<file path="config.mk">
export PLATFORM = sky130hd
export DESIGN_NAME = promo_intc
export DESIGN_NICKNAME = d
export VERILOG_FILES = /design/src/rtl/promo_intc_pkg.sv /design/src/rtl/promo_sel_reg.sv /design/src/rtl/promo_arbiter.sv /design/src/rtl/promo_vec_map.sv /design/src/rtl/promo_intc.sv
export SDC_FILE = /design/constraint.sdc
export NUM_CORES = 1
export LEC_CHECK = 0
export ABC_AREA = 0
export BUFFER_PORTS_ARGS = -buffer_cell sky130_fd_sc_hd__buf_2
export CORE_MARGIN = 2
export CORE_UTILIZATION = 47
export DETAILED_ROUTE_END_ITERATION = 10
export GPL_ROUTABILITY_DRIVEN = 1
export GPL_TIMING_DRIVEN = 0
export PLACE_DENSITY = 0.85
export RECOVER_POWER = 100
export SLEW_MARGIN = 30
export SYNTH_ARGS = -nofsm -noshare
export SYNTH_HDL_FRONTEND = slang
export SYNTH_SLANG_ARGS = --single-unit
</file>
<file path="constraint.sdc">
create_clock -name clk -period 2.7 [get_ports clk]
set_clock_uncertainty 0.15 [all_clocks]
set_input_delay 0.27 -clock clk [delete_from_list [all_inputs] [get_ports clk]]
set_output_delay 0.27 -clock clk [all_outputs]
set_load 0.005 [all_outputs]
</file>
<file path="src/rtl/promo_intc_pkg.sv">
package promo_intc_pkg;

    localparam int NSRC  = 15;
    localparam int IDX_W = $clog2(NSRC);
    localparam int SEL_W = 4;
    localparam logic [SEL_W-1:0] SEL_RST = 4'b0101;

endpackage

</file>
<file path="src/rtl/promo_sel_reg.sv">
module promo_sel_reg #(
    parameter int               SEL_W   = 4,
    parameter logic [SEL_W-1:0] RST_VAL = '0
) (
    input  logic             clk,
    input  logic             rst_n,
    input  logic             gmask,
    input  logic             wr,
    input  logic [SEL_W-1:0] wdata,
    output logic [SEL_W-1:0] sel
);

    logic wr_ok;

    // Writes land only while the global mask holds interrupts off.
    assign wr_ok = wr & gmask;

    always_ff @(posedge clk or negedge rst_n) begin
        if (!rst_n) begin
            sel <= RST_VAL;
        end else if (wr_ok) begin
            sel <= wdata;
        end
    end

endmodule

</file>
<file path="src/rtl/promo_arbiter.sv">
module promo_arbiter #(
    parameter int NSRC  = 15,
    parameter int IDX_W = 4,
    parameter int SEL_W = 4
) (
    input  logic [NSRC-1:0]  req,
    input  logic [NSRC-1:0]  en,
    input  logic             gmask,
    input  logic [SEL_W-1:0] sel,
    output logic             pending,
    output logic [IDX_W-1:0] idx
);

    logic [NSRC-1:0]  act;
    logic [NSRC-1:0]  promo_oh;
    logic [NSRC-1:0]  promo_act;
    logic [IDX_W-1:0] def_idx;
    logic [IDX_W-1:0] pro_idx;

    assign act = req & en & {NSRC{~gmask}};

    // Code g+1 promotes source g; code 0 matches no source.
    for (genvar g = 0; g < NSRC; g++) begin : g_decode
        assign promo_oh[g] = (sel == SEL_W'(g + 1));
    end

    assign promo_act = act & promo_oh;

    always_comb begin
        def_idx = '0;
        for (int i = NSRC - 1; i >= 0; i--) begin
            if (act[i]) def_idx = IDX_W'(i);
        end
    end

    always_comb begin
        pro_idx = '0;
        for (int i = 0; i < NSRC; i++) begin
            if (promo_act[i]) pro_idx = IDX_W'(i);
        end
    end

    assign pending = |act;

    always_comb begin
        if (|promo_act) begin
            idx = pro_idx;
        end else if (|act) begin
            idx = def_idx;
        end else begin
            idx = '0;
        end
    end

endmodule

</file>
<file path="src/rtl/promo_vec_map.sv">
module promo_vec_map #(
    parameter int               IDX_W    = 4,
    parameter int               VEC_W    = 8,
    parameter logic [VEC_W-1:0] VEC_BASE = 8'h10
) (
    input  logic             pending,
    input  logic [IDX_W-1:0] idx,
    output logic [VEC_W-1:0] vec
);

    // The vector depends only on source identity, not on the source's rank.
    assign vec = pending ? (VEC_BASE + VEC_W'(idx)) : '0;

endmodule

</file>
<file path="src/rtl/promo_intc.sv">
module promo_intc
    import promo_intc_pkg::*;
#(
    parameter int               VEC_W    = 8,
    parameter logic [VEC_W-1:0] VEC_BASE = 8'h10
) (
    input  logic              clk,
    input  logic              rst_n,
    input  logic [NSRC-1:0]   irq_req,
    input  logic [NSRC-1:0]   irq_en,
    input  logic              gmask,
    input  logic              sel_wr,
    input  logic [SEL_W-1:0]  sel_wdata,
    output logic              irq_pending,
    output logic [IDX_W-1:0]  irq_idx,
    output logic [VEC_W-1:0]  irq_vec
);

    logic [SEL_W-1:0] sel_code;

    promo_sel_reg #(
        .SEL_W   (SEL_W),
        .RST_VAL (SEL_RST)
    ) u_reg (
        .clk   (clk),
        .rst_n (rst_n),
        .gmask (gmask),
        .wr    (sel_wr),
        .wdata (sel_wdata),
        .sel   (sel_code)
    );

    promo_arbiter #(
        .NSRC  (NSRC),
        .IDX_W (IDX_W),
        .SEL_W (SEL_W)
    ) u_arb (
        .req     (irq_req),
        .en      (irq_en),
        .gmask   (gmask),
        .sel     (sel_code),
        .pending (irq_pending),
        .idx     (irq_idx)
    );

    promo_vec_map #(
        .IDX_W    (IDX_W),
        .VEC_W    (VEC_W),
        .VEC_BASE (VEC_BASE)
    ) u_vec (
        .pending (irq_pending),
        .idx     (irq_idx),
        .vec     (irq_vec)
    );

endmodule

</file>
==> results.md, run 1 <==
- R2r endpoint: u_reg.sel[0]
- Placed Cells: 184
- Crit Path Max Fanout: 10
- Class of the worst hold path: primary input to register
- Final Hold Vio Count: 0
- Via density per instance: 5.846
- Vias in the first global route: 1020
- Async set-reset flop share out of synthesis: 1.000
- Synth Flop Type: dfstp_2
- Syn avg cell area: 8.167 sq um
- TritonCTS sink count: 4
- VDD IR max: 0.2550 mV
- Die W: 47.72 um
- Sequential area share after synthesis: 0.1142
- Max-cap viol count: 0
- Yosys reg bits: 4
- Share of cells above drive strength 1: 0.4540
- Synthesized instance count: 110
- Filler cells: 173
- Net Sw Power: 0.1524 mW
- Hpwl dp: 2.119 mm
- Type of origin of the critical path: register
- Pwr/cell area: 330.3 nW/um^2
- Crit path from: u_reg.sel[0]
- DRC viols: 0
- Clock H-tree levels: 1
- Largest net degree at the start of global routing: 11
- Non-filler instance count after layout: 188
- CTS tree: done
- I/O Pins: 51
- Worst EP required: 2.28 ns
- RR Startpoint: u_reg.sel[0]
- RSZ-0062 raised after global routing: no
- Post-synth EDFFs: 0
- Cell area after layout: 1186 sq um
- Core Footprint: 1764 sq um
- Logic gate share of total power: 0.596
- Final Slew Violations: 0
- Worst-Skew Late Latency: 0.24 ns
- Sw frac: 0.3891
- Final worst slack: 0.2569 ns
- Vias: 1099
- Post-DP Area: 1172 sq um
- Total Power: 0.3918 mW
- Post-layout net count: 203
- First-pass GRT wire length: 4.167 mm
- DIE AREA: 2277 sq um
- Period utilization: 0.9048
- Minimum clock period: 2.443 ns
- N_diodes: 0
- Part of the power in registers: 0.210
- Cell Int Power: 0.2393 mW
- FMAX: 409.3 MHz
- Post-Syn Area: 898.4 sq um
- 1st-pass router iterations: 4
- Worst EP arrival: 2.02 ns
- Number of antenna violations at the first check in global routing: 0
- Leak pwr: 0.5187 nW
- Flop2flop setup slack: 1.53 ns
- WL final: 2.605 mm
- Detailed Route Iter0 Violations: 23
- Clock transition at the registers of the reported paths: 0.04 ns
- Post-route ant nets: 0
- Worst R2R Path Depth: 2
- PortBufs: 47
- Crit path kind: register to primary output
- Warning count from the yosys run: 0
- Outcome: complete, no violations
- Total GRT Usage: 0.2596
- # setup viols final: 0
- Max reg flops: 4
- WL/cell: 13.86 um
- Layout area overhead: 32.03%
- CTS Buffer Depth: 2
- CTS Buf Count: 3
- Initial Utilization: 0.5092
- Root Buffer: clkbuf_4
- Yosys cell types: 49
- Post-CTS setup buffers: 0
- Crit end category: primary output
- Worst slack at placement: 0.6172 ns
- Biggest regs: u_reg.sel x4
- Critical path endpoint: irq_idx[1]
- Row cnt: 15
- Chip height: 47.72 um
- GP Congestion: 0.8981
- Clk network pwr share: 0.194
- Grt total ovfl: 0
- Top reg by flops: u_reg.sel
- Post-route setup TNS: 0 ns
-- Yosys cell counts (2+ instances only) --
library cell,count,area share
a211oi_1,3,0.025
a21o_1,3,0.025
a21oi_1,6,0.033
a31oi_1,3,0.021
a41oi_1,2,0.020
buf_4,4,0.033
buf_6,4,0.050
dfrtp_1,2,0.056
dfstp_2,2,0.058
inv_1,2,0.0084
mux2_2,4,0.050
nand2_1,17,0.071
nand2_2,2,0.014
nand3_1,2,0.011
nand4b_1,9,0.088
nor2_1,2,0.0084
o21ai_0,4,0.022
o21ai_1,5,0.028
o32ai_1,3,0.029
or2_1,2,0.014
-- how the worst min path moves through the flow --
| stage | cells past startpoint | end | from |
|---|---|---|---|
| final | 2 | u_reg.sel[2] | sel_wdata[2] |
| after floorplan | 0 | u_reg.sel[1] | rst_n |
| after detailed placement | 1 | u_reg.sel[1] | rst_n |
| after global placement | 1 | u_reg.sel[1] | rst_n |
| after global routing | 2 | u_reg.sel[3] | sel_wdata[3] |
| after CTS | 2 | u_reg.sel[2] | sel_wdata[2] |
-- layout make-up --
cell class,instances,area (sq um),area share
Buffer,10,78.83,0.06646
Clock buffer,3,22.52,0.01899
Inverter,2,7.507,0.006329
Multi-Input combinational cell,96,701.9,0.5918
Sequential cell,4,102.6,0.08650
Tap cell,25,31.28,0.02637
Timing Repair Buffer,48,241.5,0.2036
-- power by group through the flow --
stage / clock network (mW) / logic, mW / registers (mW)
6_report: 0.0762 / 0.233 / 0.0822
5_1_grt: 0.0815 / 0.259 / 0.0838
4_1_cts: 0.0817 / 0.237 / 0.0828
3_5_place_dp: 0 / 0.235 / 0.0835
3_3_place_gp: 0 / 0.230 / 0.0833
2_1_floorplan: 0 / 0.155 / 0.0802
-- what timing repair did --
item,4_1_cts,5_1_grt
hold buffers,1,0
resized for setup,0,0
hold endpoints to repair,4,0
-- metal layers --
layer  wire length [um]  track usage  vias up  part of all wire
li1                   -            -      538                 -
met1               1108       0.3333      498              0.43
met2               1240       0.4240       55              0.48
met3                193      0.03019        8             0.074
met4                 63       0.1351        0             0.024
met5                  0            0        -                 0
-- metrics by stage --
stage / util / hold WS [ns]
finish: 0.6723 / 0.1114
global route: 0.6723 / 0.1157
CTS: 0.6830 / 0.1021
global placement: 0.6645 / -0.07475
detailed placement: 0.6645 / -0.07273
floorplan: - / -0.1756
-- cells in the final DEF, fill, tap and decap left out, types with 3 or more instances in the layout --
cell      instances
a211oi_1          3
a21o_1            3
nand2_1          17
buf_6             3
buf_4             3
mux2_2            4
a31oi_1           3
o21ai_0           5
nand4b_1          9
buf_2            44
o21ai_1           4
o32ai_1           3
clkbuf_4          5
conb_1            3
a21oi_1           6
clkbuf_1          5
-- critical path: stages, from the launching register on --
cell and delay (ns):
dfstp_1 0.63, buf_6 0.18, nand2_1 0.05, o32ai_1 0.29, o21ai_0 0.20, nand4_1 0.20
o21ai_1 0.10, buf_2 0.13
-- cell families after synthesis --
kind of cell | after synthesis | share of synthesized area
AOI/OAI and AO/OA | 40 | 0.3524
other | 1 | 0.004174
muxes | 5 | 0.07520
and+or+nand+nor | 48 | 0.3482
DFF | 4 | 0.1142
buffers and inverters | 12 | 0.1058
No activity file was read; power rests on OpenSTA's default activity.
==> run 2: changes to the inputs <==
--- a/config.mk
+++ b/config.mk
@@ -16,3 +16,3 @@
 export RECOVER_POWER = 100
-export SLEW_MARGIN = 30
+export SLEW_MARGIN = 10
 export SYNTH_ARGS = -nofsm -noshare
==> constraint.sdc (replaced) <==
create_clock -name clk -period 2.7 [get_ports clk]
set_clock_uncertainty 0.15 [all_clocks]
set_input_delay 0.135 -clock clk [delete_from_list [all_inputs] [get_ports clk]]
set_output_delay 0.135 -clock clk [all_outputs]
set_load 0.005 [all_outputs]
==> results.md, run 2 (same netlist as run 1, synthesis figures left out) <==
- Type of origin of the critical path: register
- Layout area overhead: 36.21%
- Die W: 47.72 um (unchanged)
- Flop2flop setup slack: 1.53 ns (about the same)
- VDD IR max: 0.2621 mV (+2.8%)
- Worst R2R Path Depth: 2 (unchanged)
- Commonest non-fill, non-tap cells in the layout: 42 x buf_2, 17 x nand2_1, 9 x nand4b_1
- Chip height: 47.72 um (unchanged)
- Largest net degree at the start of global routing: 11 (unchanged)
- Pwr/cell area: 323.6 nW/um^2 (-2.0%)
- RR Startpoint: u_reg.sel[0]
- Total Power: 0.3960 mW (+1.1%)
- Crit path kind: register to primary output
- Clock H-tree levels: 1 (unchanged)
- Share of cells above drive strength 1: 0.4311 (-0.02285)
- Period utilization: 0.8646 (-0.04024)
- # setup viols final: 0 (unchanged)
- Crit end category: primary output
- Worst slack at placement: 0.7522 ns (+0.1350 ns)
- Max-cap viol count: 0 (unchanged)
- Root Buffer: clkbuf_4
- WHS: 0.09813 ns (-0.01325 ns)
- Clock transition at the registers of the reported paths: 0.04 ns (about the same)
- Crit Path Max Fanout: 10 (unchanged)
- CTS tree: done
- Class of the worst hold path: primary input to asynchronous set/reset pin
- CTS Buffer Depth: 2 (unchanged)
- Worst-Skew Late Latency: 0.24 ns (about the same)
- GP Congestion: 0.8981 (unchanged)
- Met1 GRT Util: 0.3333 (unchanged)
- Max reg flops: 4 (unchanged)
- Non-filler instance count after layout: 192 (+2.1%)
- Leak pwr: 0.5276 nW (+1.7%)
- Biggest regs: u_reg.sel x4
- Commonest non-fill, non-tap cell in the layout: buf_2
- Post-route setup TNS: 0 ns (unchanged)
- Total GRT Usage: 0.2626 (+0.003063)
- Met2 usage: 0.4293 (+0.005333)
- Post-route ant nets: 0 (unchanged)
- Placed Cells: 184 (unchanged)
- Row cnt: 15 (unchanged)
- WL/cell: 13.66 um (-1.4%)
- Grt total ovfl: 0 (unchanged)
- First-pass GRT wire length: 4.229 mm (+1.5%)
- Final worst slack: 0.3656 ns (+0.1087 ns)
- Vias in the first global route: 1038 (+1.8%)
- Hpwl dp: 2.119 mm (unchanged)
- Core Footprint: 1764 sq um (unchanged)
- 1st-pass router iterations: 4 (unchanged)
- Initial Utilization: 0.5092 (unchanged)
- TritonCTS sink count: 4 (unchanged)
- R2r endpoint: u_reg.sel[0]
- Post-layout net count: 207 (+2.0%)
- Minimum clock period: 2.334 ns (-0.1087 ns)
- Number of antenna violations at the first check in global routing: 0 (unchanged)
- PortBufs: 47 (unchanged)
- DIE AREA: 2277 sq um (unchanged)
- Final Slew Violations: 0 (unchanged)
- Via density per instance: 5.802 (-0.75%)
- Met3 GRT Util: 0.03019 (unchanged)
- WL final: 2.623 mm (+0.69%)
- Outcome: complete, no violations
- Vias: 1114 (+1.4%)
- Worst EP arrival: 2.05 ns (+0.03 ns)
- N_diodes: 0 (unchanged)
- Final Hold Vio Count: 0 (unchanged)
- Detailed Route Iter0 Violations: 26 (+13%)
- RSZ-0062 raised after global routing: no
- Worst EP required: 2.41 ns (+0.13 ns)
- CTS Buf Count: 3 (unchanged)
- FMAX: 428.4 MHz (+4.7%)
- I/O Pins: 51 (unchanged)
- Top reg by flops: u_reg.sel
- Post_cts resized: 0 (unchanged)
- DRC viols: 0 (unchanged)
- Global route hottest layer: met2
## run 2: changes by cell type in the layout (fill, tap and decap cells not counted)
cell           previous run  this run
dlygate4sd3_1             1         5
buf_2                    44        42
clkbuf_1                  5         7
nand4_1                   2         1
nand4_2                   0         1
o22ai_1                   0         1
o22ai_2                   1         0
## run 2: stage by stage
step	area [sq um]	utilization
6_report	1224	0.6936
5_1_grt	1224	0.6936
4_1_cts	1245	0.7057
3_5_place_dp	1172	0.6645
3_3_place_gp	1172	0.6645
2_1_floorplan	905.9	-
## run 2: report_power, final
part           internal (mW)  total (mW)  switching [mW]
registers             0.0719      0.0820          0.0102
clock network         0.0499      0.0769          0.0270
logic                  0.120       0.237           0.117
total                  0.242       0.396           0.154
## run 2: final cells by class
| class | instances | area (sq um) |
|---|---|---|
| Multi-Input combinational cell | 96 | 701.9 |
| Fill cell | 165 | 540.5 |
| Timing Repair Buffer | 52 | 279.0 |
| Sequential cell | 4 | 102.6 |
| Buffer | 10 | 78.83 |
| Tap cell | 25 | 31.28 |
| Clock buffer | 3 | 22.52 |
| Inverter | 2 | 7.507 |
## run 2: layer usage
layer,up-vias,wire [um]
li1,547,-
met1,492,1068
met2,65,1250
met3,10,224
met4,0,79
met5,-,0
## run 2: critical path: stages (launching register included)
cell and delay, ns:
dfstp_1 0.63, buf_6 0.18, nand4b_1 0.11, a21oi_1 0.06, o21ai_0 0.31, o21ai_0 0.19
a21o_1 0.20, buf_2 0.12
## run 2: how the worst max path moves through the flow
stage                      start          to  slack, ns  cells past startpoint
global route        u_reg.sel[0]  irq_idx[2]       0.23                      7
detailed placement  u_reg.sel[2]  irq_idx[1]       0.75                      7
CTS                 u_reg.sel[2]  irq_idx[1]       0.49                      7
floorplan           u_reg.sel[2]  irq_idx[0]       0.94                      6
global placement    u_reg.sel[2]  irq_vec[0]       0.78                      7
finish              u_reg.sel[0]  irq_idx[2]       0.37                      7
## run 2: what timing repair did
item,CTS,global route
setup buffers,0,0
hold buffers,5,0
endpoints found under the hold margin,8,0
==> run 3: changes to the inputs <==
Settings changed: CORE_UTILIZATION 47 to 44, PLACE_DENSITY 0.85 to 0.82.
Clock period 2.7 ns to 2.55 ns, I/O delays scaled along.
==> results.md, run 3 (same netlist as run 1, synthesis figures left out) <==
- Outcome: complete, no violations
- Crit path kind: register to primary output
- PortBufs: 47 (unchanged)
- GP Congestion: 0.8716 (-3.0%)
- 1st-pass router iterations: 4 (unchanged)
- Final Slew Violations: 0 (unchanged)
- CTS Buf Count: 3 (unchanged)
- Grt total ovfl: 0 (unchanged)
- FMAX: 427.7 MHz
- Area of the multi-input gates: 704.4 sq um (+0.36%)
- Row cnt: 16 (+1)
- Core Footprint: 1942 sq um (+10%)
- CP max stage delay: 0.53 ns (-0.10 ns)
- Minimum clock period: 2.338 ns
- First-pass GRT wire length: 4.616 mm (+9.2%)
- Critical path endpoint: irq_idx[3]
- Max reg flops: 4 (unchanged)
- Post-route setup TNS: 0 ns (unchanged)
- Largest net degree at the start of global routing: 11 (unchanged)
- DRC viols: 0 (unchanged)
- Number of antenna violations at the first check in global routing: 0 (unchanged)
- Part of the power in registers: 0.206 (about the same)
- Net Sw Power: 0.1634 mW (+6.2%)
- WL/cell: 14.12 um (+3.3%)
- Worst slack at placement: 0.5869 ns (-0.1653 ns)
- Die W: 49.19 um (+3.1%)
- TritonCTS sink count: 4 (unchanged)
- Crit end category: primary output
- Vias: 1106 (-0.72%)
- Biggest regs: u_reg.sel x4
- Class of the worst hold path: primary input to asynchronous set/reset pin
- Commonest non-fill, non-tap cells in the layout: 44 x buf_2, 17 x nand2_1, 9 x nand4b_1
- Post-CTS setup buffers: 0 (unchanged)
- Post_cts resized: 0 (unchanged)
- Sw frac: 0.3878 (-0.0007702)
- Vias in the first global route: 1117 (+7.6%)
- WL final: 2.739 mm (+4.4%)
- Register Area: 102.6 sq um (unchanged)
- Worst EP arrival: 2.06 ns (about the same)
- Cell area after layout: 1231 sq um (+0.61%)
- Post-route ant nets: 0 (unchanged)
- Slowest CP cell: dfstp_2
- CTS tree: done
- Layout area overhead: 37.05%
- Hold buffers post-CTS: 5 (unchanged)
- CTS Buffer Depth: 2 (unchanged)
- Flop2flop setup slack: 1.41 ns (-0.12 ns)
- Clk network pwr share: 0.192 (-0.002)
- Placed Cells: 186 (+1.1%)
- I/O Pins: 51 (unchanged)
- Period utilization: 0.9168
- Post-DP Area: 1175 sq um (+0.21%)
- Total GRT Usage: 0.2392 (-0.02343)
- N_diodes: 0 (unchanged)
- Pwr/cell area: 342.3 nW/um^2 (+5.8%)
- Cell Int Power: 0.2580 mW (+6.5%)
- Crit Path Max Fanout: 10 (unchanged)
- Commonest non-fill, non-tap cell in the layout: buf_2
- Total Power: 0.4214 mW (+6.4%)
- Final worst slack: 0.2121 ns (-0.1535 ns)
- Worst-Skew Late Latency: 0.24 ns (about the same)
- Leak pwr: 0.5352 nW (+1.4%)
- R2r endpoint: u_reg.sel[0]
- CP Cell Sequence: buf_6 > nand4bb_1 > o22ai_2 > o21ai_1 > o31ai_1 > or2_1 > buf_2
- Top reg by flops: u_reg.sel
- Post-layout net count: 207 (unchanged)
- Worst EP required: 2.27 ns (-0.14 ns)
- Crit path from: u_reg.sel[2]
- Initial Utilization: 0.4626 (-0.04659)
- Clock H-tree levels: 1 (unchanged)
- RSZ-0062 raised after global routing: no
- Hpwl dp: 2.171 mm (+2.5%)
- VDD IR max: 0.3895 mV (+49%)
- Crit. path cell count: 7 (unchanged)
- Via density per instance: 5.701 (-1.7%)
- DIE AREA: 2419 sq um (+6.2%)
- Clock transition at the registers of the reported paths: 0.04 ns (about the same)
- Logic gate share of total power: 0.602 (+0.003)
- Chip height: 49.19 um (+3.1%)
- Worst R2R Path Depth: 2 (unchanged)
- Max-cap viol count: 0 (unchanged)
- Detailed Route Iter0 Violations: 17 (-35%)
- Final Hold Vio Count: 0 (unchanged)
- WHS: 0.1035 ns (+0.005383 ns)
- Non-filler instance count after layout: 194 (+1.0%)
- Final design utilization: 0.6340 (-0.05960)
- Delay-heaviest family, CP: compound AO/OA/AOI/OAI gates
- Root Buffer: clkbuf_4
- Share of cells above drive strength 1: 0.4431 (+0.01198)
- Filler cells: 197 (+19%)
- # setup viols final: 0 (unchanged)
- Buf+Inv Stages, Crit Path: 2 (unchanged)
- Type of origin of the critical path: register
- RR Startpoint: u_reg.sel[0]
==> run 3: worst min-delay path by stage <==
stage | to | cells past startpoint
after floorplan | u_reg.sel[1] | 0
after global placement | u_reg.sel[3] | 1
after detailed placement | u_reg.sel[3] | 1
after CTS | u_reg.sel[1] | 2
after global routing | u_reg.sel[1] | 2
final | u_reg.sel[1] | 2
==> run 3: layout make-up <==
type / instances / area share
Sequential cell: 4 / 0.08333
Timing Repair Buffer: 52 / 0.2287
Tap cell: 27 / 0.02744
Multi-Input combinational cell: 96 / 0.5722
Clock buffer: 3 / 0.01829
Buffer: 10 / 0.06402
Inverter: 2 / 0.006098
==> run 3: power groups by stage <==
stage / logic, mW / clock network [mW] / registers (mW)
finish: 0.254 / 0.0808 / 0.0869
global route: 0.279 / 0.0836 / 0.0895
CTS: 0.257 / 0.0840 / 0.0879
detailed placement: 0.250 / 0 / 0.0887
global placement: 0.245 / 0 / 0.0880
floorplan: 0.165 / 0 / 0.0849
==> run 3: layer usage <==
metal	GRT usage	part of all wire	routed length, um	vias to the layer above
li1	-	-	-	546
met4	0.1190	0.020	55	0
met5	0	0	0	-
met3	0.02147	0.065	178	5
met1	0.2854	0.42	1157	504
met2	0.4234	0.49	1348	51
